`src/rtl/fle_pkg.sv`:
```
package fle_pkg;
  localparam int SRC_N = 2;
  localparam int HI_LSB = 16;
  localparam logic [2:0] A_THRESH = 3'd0;
  localparam logic [2:0] A_EN_SET = 3'd1;
  localparam logic [2:0] A_EN_CLR = 3'd2;
  localparam logic [2:0] A_STATUS = 3'd3;
  localparam logic [2:0] A_DMA_EN = 3'd4;

  typedef struct packed {
    logic thrWr;
    logic enSet;
    logic enClr;
    logic stsClr;
    logic dmaWr;
  } regStrb_t;
endpackage

```
`src/rtl/fle_ctrl.sv`:
```
module fle_ctrl
  import fle_pkg::*;
#(
  parameter int DEPTH = 32,
  parameter int TH_W  = $clog2(DEPTH)
) (
  input  logic                         regWrEn,
  input  logic [2:0]                   regAddr,
  input  logic [SRC_N-1:0][TH_W-1:0]   thrVec,
  input  logic [SRC_N-1:0]             enVec,
  input  logic [SRC_N-1:0]             flagVec,
  input  logic [SRC_N-1:0]             dmaEnVec,
  output regStrb_t                     strb,
  output logic [31:0]                  regRdData
);
  localparam logic [15:0] DEPTH_FIELD = 16'(DEPTH);

  always_comb begin
    strb = '0;
    if (regWrEn) begin
      unique case (regAddr)
        A_THRESH: strb.thrWr  = 1'b1;
        A_EN_SET: strb.enSet  = 1'b1;
        A_EN_CLR: strb.enClr  = 1'b1;
        A_STATUS: strb.stsClr = 1'b1;
        A_DMA_EN: strb.dmaWr  = 1'b1;
        default:  strb = '0;
      endcase
    end
  end

  always_comb begin
    regRdData = '0;
    unique case (regAddr)
      A_THRESH: begin
        regRdData[TH_W-1:0]        = thrVec[0];
        regRdData[HI_LSB +: TH_W]  = thrVec[1];
      end
      A_EN_SET, A_EN_CLR: regRdData[SRC_N-1:0] = enVec;
      A_STATUS: begin
        regRdData[SRC_N-1:0]       = flagVec;
        regRdData[31:HI_LSB]       = DEPTH_FIELD;
      end
      A_DMA_EN: regRdData[SRC_N-1:0] = dmaEnVec;
      default:  regRdData = '0;
    endcase
  end
endmodule

```
`src/rtl/fle_datapath.sv`:
```
module fle_datapath
  import fle_pkg::*;
#(
  parameter int DEPTH = 32,
  parameter int LVL_W = $clog2(DEPTH + 1),
  parameter int TH_W  = $clog2(DEPTH)
) (
  input  logic                        clk,
  input  logic                        rstN,
  input  regStrb_t                    strb,
  input  logic [31:0]                 wrData,
  input  logic [LVL_W-1:0]            rxLevel,
  input  logic [LVL_W-1:0]            txLevel,
  output logic [SRC_N-1:0][TH_W-1:0]  thrVec,
  output logic [SRC_N-1:0]            enVec,
  output logic [SRC_N-1:0]            flagVec,
  output logic [SRC_N-1:0]            dmaEnVec,
  output logic [SRC_N-1:0]            dmaReqVec,
  output logic                        irqOut
);
  localparam logic [LVL_W-1:0] DEPTH_L = LVL_W'(DEPTH);

  // Measured quantity per source: bytes held (rx) or bytes free (tx).
  logic [SRC_N-1:0][LVL_W-1:0] measure;
  logic [SRC_N-1:0]            cond;

  assign measure[0] = rxLevel;
  assign measure[1] = DEPTH_L - txLevel;

  for (genvar g = 0; g < SRC_N; g++) begin : g_src
    assign cond[g] = measure[g] > LVL_W'(thrVec[g]);

    always_ff @(posedge clk or negedge rstN) begin
      if (!rstN) begin
        thrVec[g]    <= '0;
        enVec[g]     <= 1'b0;
        flagVec[g]   <= 1'b0;
        dmaEnVec[g]  <= 1'b0;
        dmaReqVec[g] <= 1'b0;
      end else begin
        if (strb.thrWr)
          thrVec[g] <= wrData[g*HI_LSB +: TH_W];
        if (strb.enSet && wrData[g])
          enVec[g] <= 1'b1;
        else if (strb.enClr && wrData[g])
          enVec[g] <= 1'b0;
        if (strb.dmaWr)
          dmaEnVec[g] <= wrData[g];
        // A set condition wins over a same-cycle acknowledge.
        flagVec[g]   <= (flagVec[g] & ~(strb.stsClr & wrData[g])) | cond[g];
        dmaReqVec[g] <= dmaEnVec[g] & cond[g];
      end
    end
  end

  assign irqOut = |(flagVec & enVec);
endmodule

```
`src/rtl/fifo_level_events.sv`:
```
module fifo_level_events
  import fle_pkg::*;
#(
  parameter  int DEPTH = 32,
  localparam int LVL_W = $clog2(DEPTH + 1),
  localparam int TH_W  = $clog2(DEPTH)
) (
  input  logic             clk,
  input  logic             rstN,
  input  logic [LVL_W-1:0] rxLevel,
  input  logic [LVL_W-1:0] txLevel,
  input  logic             regWrEn,
  input  logic [2:0]       regAddr,
  input  logic [31:0]      regWrData,
  output logic [31:0]      regRdData,
  output logic             irqOut,
  output logic             rxDmaReq,
  output logic             txDmaReq
);
  regStrb_t                   strb;
  logic [SRC_N-1:0][TH_W-1:0] thrVec;
  logic [SRC_N-1:0]           enVec;
  logic [SRC_N-1:0]           flagVec;
  logic [SRC_N-1:0]           dmaEnVec;
  logic [SRC_N-1:0]           dmaReqVec;

  fle_ctrl #(.DEPTH(DEPTH), .TH_W(TH_W)) u_ctrl (
    .regWrEn   (regWrEn),
    .regAddr   (regAddr),
    .thrVec    (thrVec),
    .enVec     (enVec),
    .flagVec   (flagVec),
    .dmaEnVec  (dmaEnVec),
    .strb      (strb),
    .regRdData (regRdData)
  );

  fle_datapath #(.DEPTH(DEPTH), .LVL_W(LVL_W), .TH_W(TH_W)) u_dp (
    .clk       (clk),
    .rstN      (rstN),
    .strb      (strb),
    .wrData    (regWrData),
    .rxLevel   (rxLevel),
    .txLevel   (txLevel),
    .thrVec    (thrVec),
    .enVec     (enVec),
    .flagVec   (flagVec),
    .dmaEnVec  (dmaEnVec),
    .dmaReqVec (dmaReqVec),
    .irqOut    (irqOut)
  );

  assign rxDmaReq = dmaReqVec[0];
  assign txDmaReq = dmaReqVec[1];
endmodule

```
`config.mk`:
```
export PLATFORM = sky130hd
export DESIGN_NAME = fifo_level_events
export DESIGN_NICKNAME = d
export VERILOG_FILES = /design/src/rtl/fle_pkg.sv /design/src/rtl/fle_ctrl.sv /design/src/rtl/fle_datapath.sv /design/src/rtl/fifo_level_events.sv
export SDC_FILE = /design/constraint.sdc
export NUM_CORES = 1
export LEC_CHECK = 0
export ABC_AREA = 1
export CAP_MARGIN = 20
export CELL_PAD_IN_SITES_DETAIL_PLACEMENT = 1
export CELL_PAD_IN_SITES_GLOBAL_PLACEMENT = 1
export CORE_MARGIN = 3
export CORE_UTILIZATION = 28
export CTS_BUF_LIST = sky130_fd_sc_hd__clkbuf_4 sky130_fd_sc_hd__clkbuf_8
export DETAILED_ROUTE_END_ITERATION = 10
export GPL_TIMING_DRIVEN = 1
export HOLD_SLACK_MARGIN = 0.15
export PLACE_DENSITY = 0.94
export REMOVE_ABC_BUFFERS = 1
export SLEW_MARGIN = 40
export SYNTH_ARGS = -nofsm -noshare
export SYNTH_HDL_FRONTEND = slang
export SYNTH_SLANG_ARGS = --single-unit
```
`constraint.sdc`:
```
create_clock -name clk -period 3.4 [get_ports clk]
set_clock_uncertainty 0.2 [all_clocks]
set_input_delay 0.68 -clock clk [delete_from_list [all_inputs] [get_ports clk]]
set_output_delay 0.68 -clock clk [all_outputs]
set_load 0.01 [all_outputs]
```
After elaboration in Yosys (flattened, before gate mapping)
Index checks and enable logic that the tools add are counted.
- register bits: 18
- output and inout port bits: 35
- word-level logic and storage cells: 51
- bits of input ports: 50
- equality and inequality tests: 4
- muxes and demuxes: 14
- bitwise gates (word level): 11
- reductions and logical operators: 9
- add/subtract/negate cells: 1
- $lt $le $gt $ge: 2
- operator list (operator ; number):
    greater-than comparator 6 x 5 -> 1 bit ; 2
    two-way mux 1 bit ; 10
    two-way mux 5 bit ; 2
    one-hot mux 2 bit (4 select lines) ; 1
    bitwise AND 1 bit ; 6
    == test 3 x 2 -> 1 bit (second input constant) ; 2
    subtractor 6 bit (first input constant) ; 1
    logical AND 1 bit ; 4
    nonzero test 2 bit ; 2
    OR reduction 2 bit ; 2
    == test 3 x 1 -> 1 bit (second input constant) ; 1
    == test 3 bit (second input constant) ; 1
    zero test 3 bit ; 1
    two-way mux 3 bit ; 1
    bitwise AND 2 bit ; 1
    NOT 1 bit ; 2
    bitwise OR 1 bit ; 2

Longest topological paths before layout
- word-level depth: 7
- depth in mapped cells: 12
- gate-level depth less buffers: 12

Hierarchy
Synthesis repeated with hierarchy kept, for this count alone.
- cell total of the unflattened synthesis: 204
- area, all modules: 1437.6 sq um
- modules (own cells, without submodules) (module ; sequential area each (sq um) ; times used ; area each (sq um) ; cells each):
    fle_datapath ; 450.4 ; 1 ; 1067.3 ; 133
    fle_ctrl ; 0.0 ; 1 ; 370.4 ; 71

Worst setup path before layout
Ideal clock, no wire load.
- path type: input to register
- from: input port txLevel[0]
- to: register u_dp.dmaReqVec[1]
- buffers on the path: 0
- stages: 12
- data arrival time: 1.931 ns
- setup slack: 1.192 ns
- cells stage by stage: inv_1 > ha_1 > nand2_1 > xnor2_1 > inv_1 > ha_1 > nand2_1 > nor2_1 > nand3_1 > nand3_1 > nand2_1 > a21oi_1
- cells in the longest elaborated chain, start to end: 3
- ends and longest elaborated chain (what ; RTL line ; text):
    start, declared ; fifo_level_events.sv:11 ; input logic [LVL_W-1:0] txLevel,
    subtractor 6 bit ; fle_datapath.sv:28 ; assign measure[1] = DEPTH_L - txLevel;
    greater-than comparator 6 x 5 -> 1 bit ; fle_datapath.sv:31 ; assign cond[g] = measure[g] > LVL_W'(thrVec[g]);
    bitwise AND 1 bit ; fle_datapath.sv:51 ; dmaReqVec[g] <= dmaEnVec[g] & cond[g];
    end signal, assigned by index ; fle_datapath.sv:51 ;
    end, declared ; fle_datapath.sv:18 ; output logic [SRC_N-1:0] dmaReqVec,
Every way passes these cells.
A chain may end at the register's enable or synchronous reset.

Worst setup path in the final report
- from: input port regAddr[1]
- to: output port regRdData[1]
- cells in the longest elaborated chain, start to end: 3
- ends and longest elaborated chain (what ; RTL line ; text):
    start, declared ; fifo_level_events.sv:13 ; input logic [2:0] regAddr,
    == test 3 x 1 -> 1 bit / == test 3 x 2 -> 1 bit (equally long branches) ; fle_ctrl.sv:34 ; unique case (regAddr)
    OR reduction 2 bit ; fle_ctrl.sv:34 ;
    one-hot mux 2 bit (4 select lines) (*) ; fle_ctrl.sv:34 ;
    end, declared ; fifo_level_events.sv:15 ; output logic [31:0] regRdData,
Mark *: on every way between the ends. The rest lies on a longest branch, timed or not.

==> impl_results.md <==
- Synth cell types: 26
- Initial antenna violation count: 0
- Max-cap check violation count: 0
- Total number of vias: 1222
- R2R Setup Slk: 1780 ps
- CTS sink cnt: 18
- Routability congestion estimate: 0.822
- Rel. slew slack: 62.4%
- Area share of the largest cell type after synthesis: 31.9%
- Sequential share of the synthesized area: 31.9%
- Mux contribution to synthesized area: 0%
- Fin util: 38.8%
- Hold Buf Count CTS: 0
- Register area: 450 um2
- M1 GR Usage: 12.1%
- Initial drt markers: 74
- Crit path max-delay family: buffers and inverters
- Seq cells post-synth: 18
- First-pass GRT wire length: 5400 um
- Largest net degree at the start of global routing: 21
- DR WL/cell: 11.0 um
- Final worst path period need: 3290 ps
- Worst path bufs/invs: 3
- Synth top area cells: dfrtp_1, buf_4, ha_1
- Synthesized area per cell: 7.80 um2
- I/O pin total: 85
- Post-synthesis cell count: 181
- Vias/cell: 4.21
- CP max FO: 4
- Final period utilization: 96.7%
- Slew at the pin with the worst max-slew slack: 562 ps
- Final WL: 3180 um
- # H-tree levels: 1
- Antenna Nets Post-Route: 0
- Outcome: finished, final reports clean
- Leak Pwr: 0.918 nW
- Most area-hungry cell type in the Yosys netlist: dfrtp_1
- Number of global-route vias before repair: 1196
- PostCTS Resize Cnt: 0
- Peak supply drop: 127 uV
- Final Slew Violations: 0
- GRT overflow: 0
- Postcts setup bufs: 0
- HPWL Detailed: 2690 um
- Largest family of logic cells by synthesized area: simple AND/OR/NAND/NOR gates
- Area Growth Syn to Fin: 31.6%
- Nets: 285
- Layout cell share with drive strength beyond 1: 13.9%
- CTS Buffer Depth: 2
- Root Driver: clkbuf_8
- R2r endpoint: u_dp.dmaReqVec[1]$_DFF_PN0_
- Die width: 77.0 um
- Reg clk slew, reported paths: 70 ps
- Die Y: 77.0 um
- Starting Density: 29.5%
- Worst r2r src: u_dp.thrVec[9]$_DFFE_PN0P_
- RSZ-0062 raised after global routing: false
- Total track usage: 10.9%
- CP max stage delay: 590 ps
- TritonCTS clock tree: yes
- Drt pass-1 iters: 4
- Worst setup path startpoint: regAddr[1]
- Adder-cell area share of the yosys netlist: 9.75%
- Worst Setup End Kind: primary output
- Synthesized cell area: 0.00141 mm2
- Critical path arrival: 2410 ps
- Path depth of the worst reg2reg path: 8
- # fillers: 586
- Critical path class: input port to primary output
- Num CTS Buffers: 3
- Residual DRC count: 0
- Rows: 25
- Setup TNS: 0 ps
- Complex-gate fraction of the synthesized area: 10.8%
- Die area: 0.00593 mm2
- Post-Synth XOR/XNOR Area: 1.86%
- CP cell instances: clkdlybuf4s50_1, inv_2, nor3_4, nand2_1, o2111ai_1, clkdlybuf4s50_1
- Clock latency on the worst-skew pair: 250 ps
- Max Fclk: 304 MHz
- ANT cells: 0
- GRT met3 Usage: 1.41%
- Hold/Removal Path Class: input port to asynchronous set/reset pin
- Core area: 0.00479 mm2
- Crit path capture: regRdData[1]
- Area of the multi-input gates: 746 um2
- Worst path slowest cell: clkdlybuf4s50_1
- Final setup fails: 0
- Pwr Density: 370 mW/mm2
- Synth Warn #: 0
- CP dominant cell by count: clkdlybuf4s50_1
- Final Hold Fails: 0
- Synth Area in Simple Gates: 24.4%
- Worst EP required: 2520 ps
- Met2 GRT Util: 20.7%
- Port buffer count: 41
- Gr busiest metal: met2
- WP depth: 6
- Critical path startpoint category: input port
## worst min path at each step
stage	endpoint	slack (ps)
2_1_floorplan	u_dp.dmaEnVec[0]$_DFFE_PN0P_	180
5_1_grt	u_dp.dmaEnVec[0]$_DFFE_PN0P_	180
6_report	u_dp.thrVec[0]$_DFFE_PN0P_	150
4_1_cts	u_dp.enVec[0]$_DFFE_PN0P_	160
3_3_place_gp	u_dp.thrVec[1]$_DFFE_PN0P_	270
3_5_place_dp	u_dp.thrVec[1]$_DFFE_PN0P_	270
## per-stage QoR
step / worst slack [ps] / cell area (um2) / hold slack [ps] / std cells / power, mW
4_1_cts: 34.9 / 1850 / 164 / 290 / 0.699
2_1_floorplan: 1190 / 1310 / 184 / 178 / 0.409
3_5_place_dp: 38.1 / 1800 / 274 / 286 / 0.520
3_3_place_gp: 102 / 1800 / 266 / 286 / 0.507
6_report: 111 / 1860 / 151 / 290 / 0.686
5_1_grt: 18.5 / 1860 / 183 / 290 / 0.739
## cells in the final DEF, fill, tap and decap left out, drive strengths merged
cell type / instances
nand2: 30
o2111ai: 1
buf: 1
o21bai: 1
nand4: 3
a21oi: 9
nand3: 12
xnor2: 3
ha: 11
clkbuf: 4
nor2: 26
dfrtp: 18
conb: 21
a22o: 1
o21ai: 9
nor3: 2
inv: 31
clkdlybuf4s50: 40
## kinds of logic after synthesis
logic type | after synthesis
compound gates | 21
xor+xnor | 3
fa+ha+maj | 11
buf+inv | 54
flops | 18
other cells | 1
simple gates | 73
## synth_stat cells (all sizes together)
cell     instances
nor2            26
nand4            3
a22o             1
xnor2            3
nand2           30
nand3           12
o2111ai          1
dfrtp           18
ha              11
a21oi            9
o21ai            9
buf             23
o21bai           1
nor3             2
inv             31
conb             1
## cell type report
class | count | share of cell area, %
Inverter | 31 | 6.27
Clock buffer | 4 | 2.96
Sequential cell | 18 | 24.3
Timing Repair Buffer | 41 | 21.8
Multi-Input combinational cell | 129 | 40.2
Tap cell | 67 | 4.51
## worst register-to-register path, cell delays in order (launching register included)
cell,delay [ps]
dfrtp_1,330
inv_1,80
ha_1,300
nand2_1,80
nor2_1,180
nand3_1,90
nand3_1,80
nand2_1,70
a21oi_1,140
## per-layer routing
metal,part of all wire [%],wire length [um]
met1,42,1340
met2,51,1620
met3,5.5,176
met4,1.6,51
met5,0,0
## flip-flops by register name, indices dropped and copies added, names as in the netlist
signal and count:
u_dp.enVec 2, u_dp.flagVec 2, u_dp.thrVec 10, u_dp.dmaEnVec 2
u_dp.dmaReqVec 2
## where the power goes
part           switching (mW)  internal (mW)  leakage [nW]
Combinational           0.131          0.112         0.686
Sequential             0.0189          0.251         0.203
Clock                  0.0710          0.103        0.0288
Total                   0.221          0.466         0.918
(Power assumes the default switching activity.)
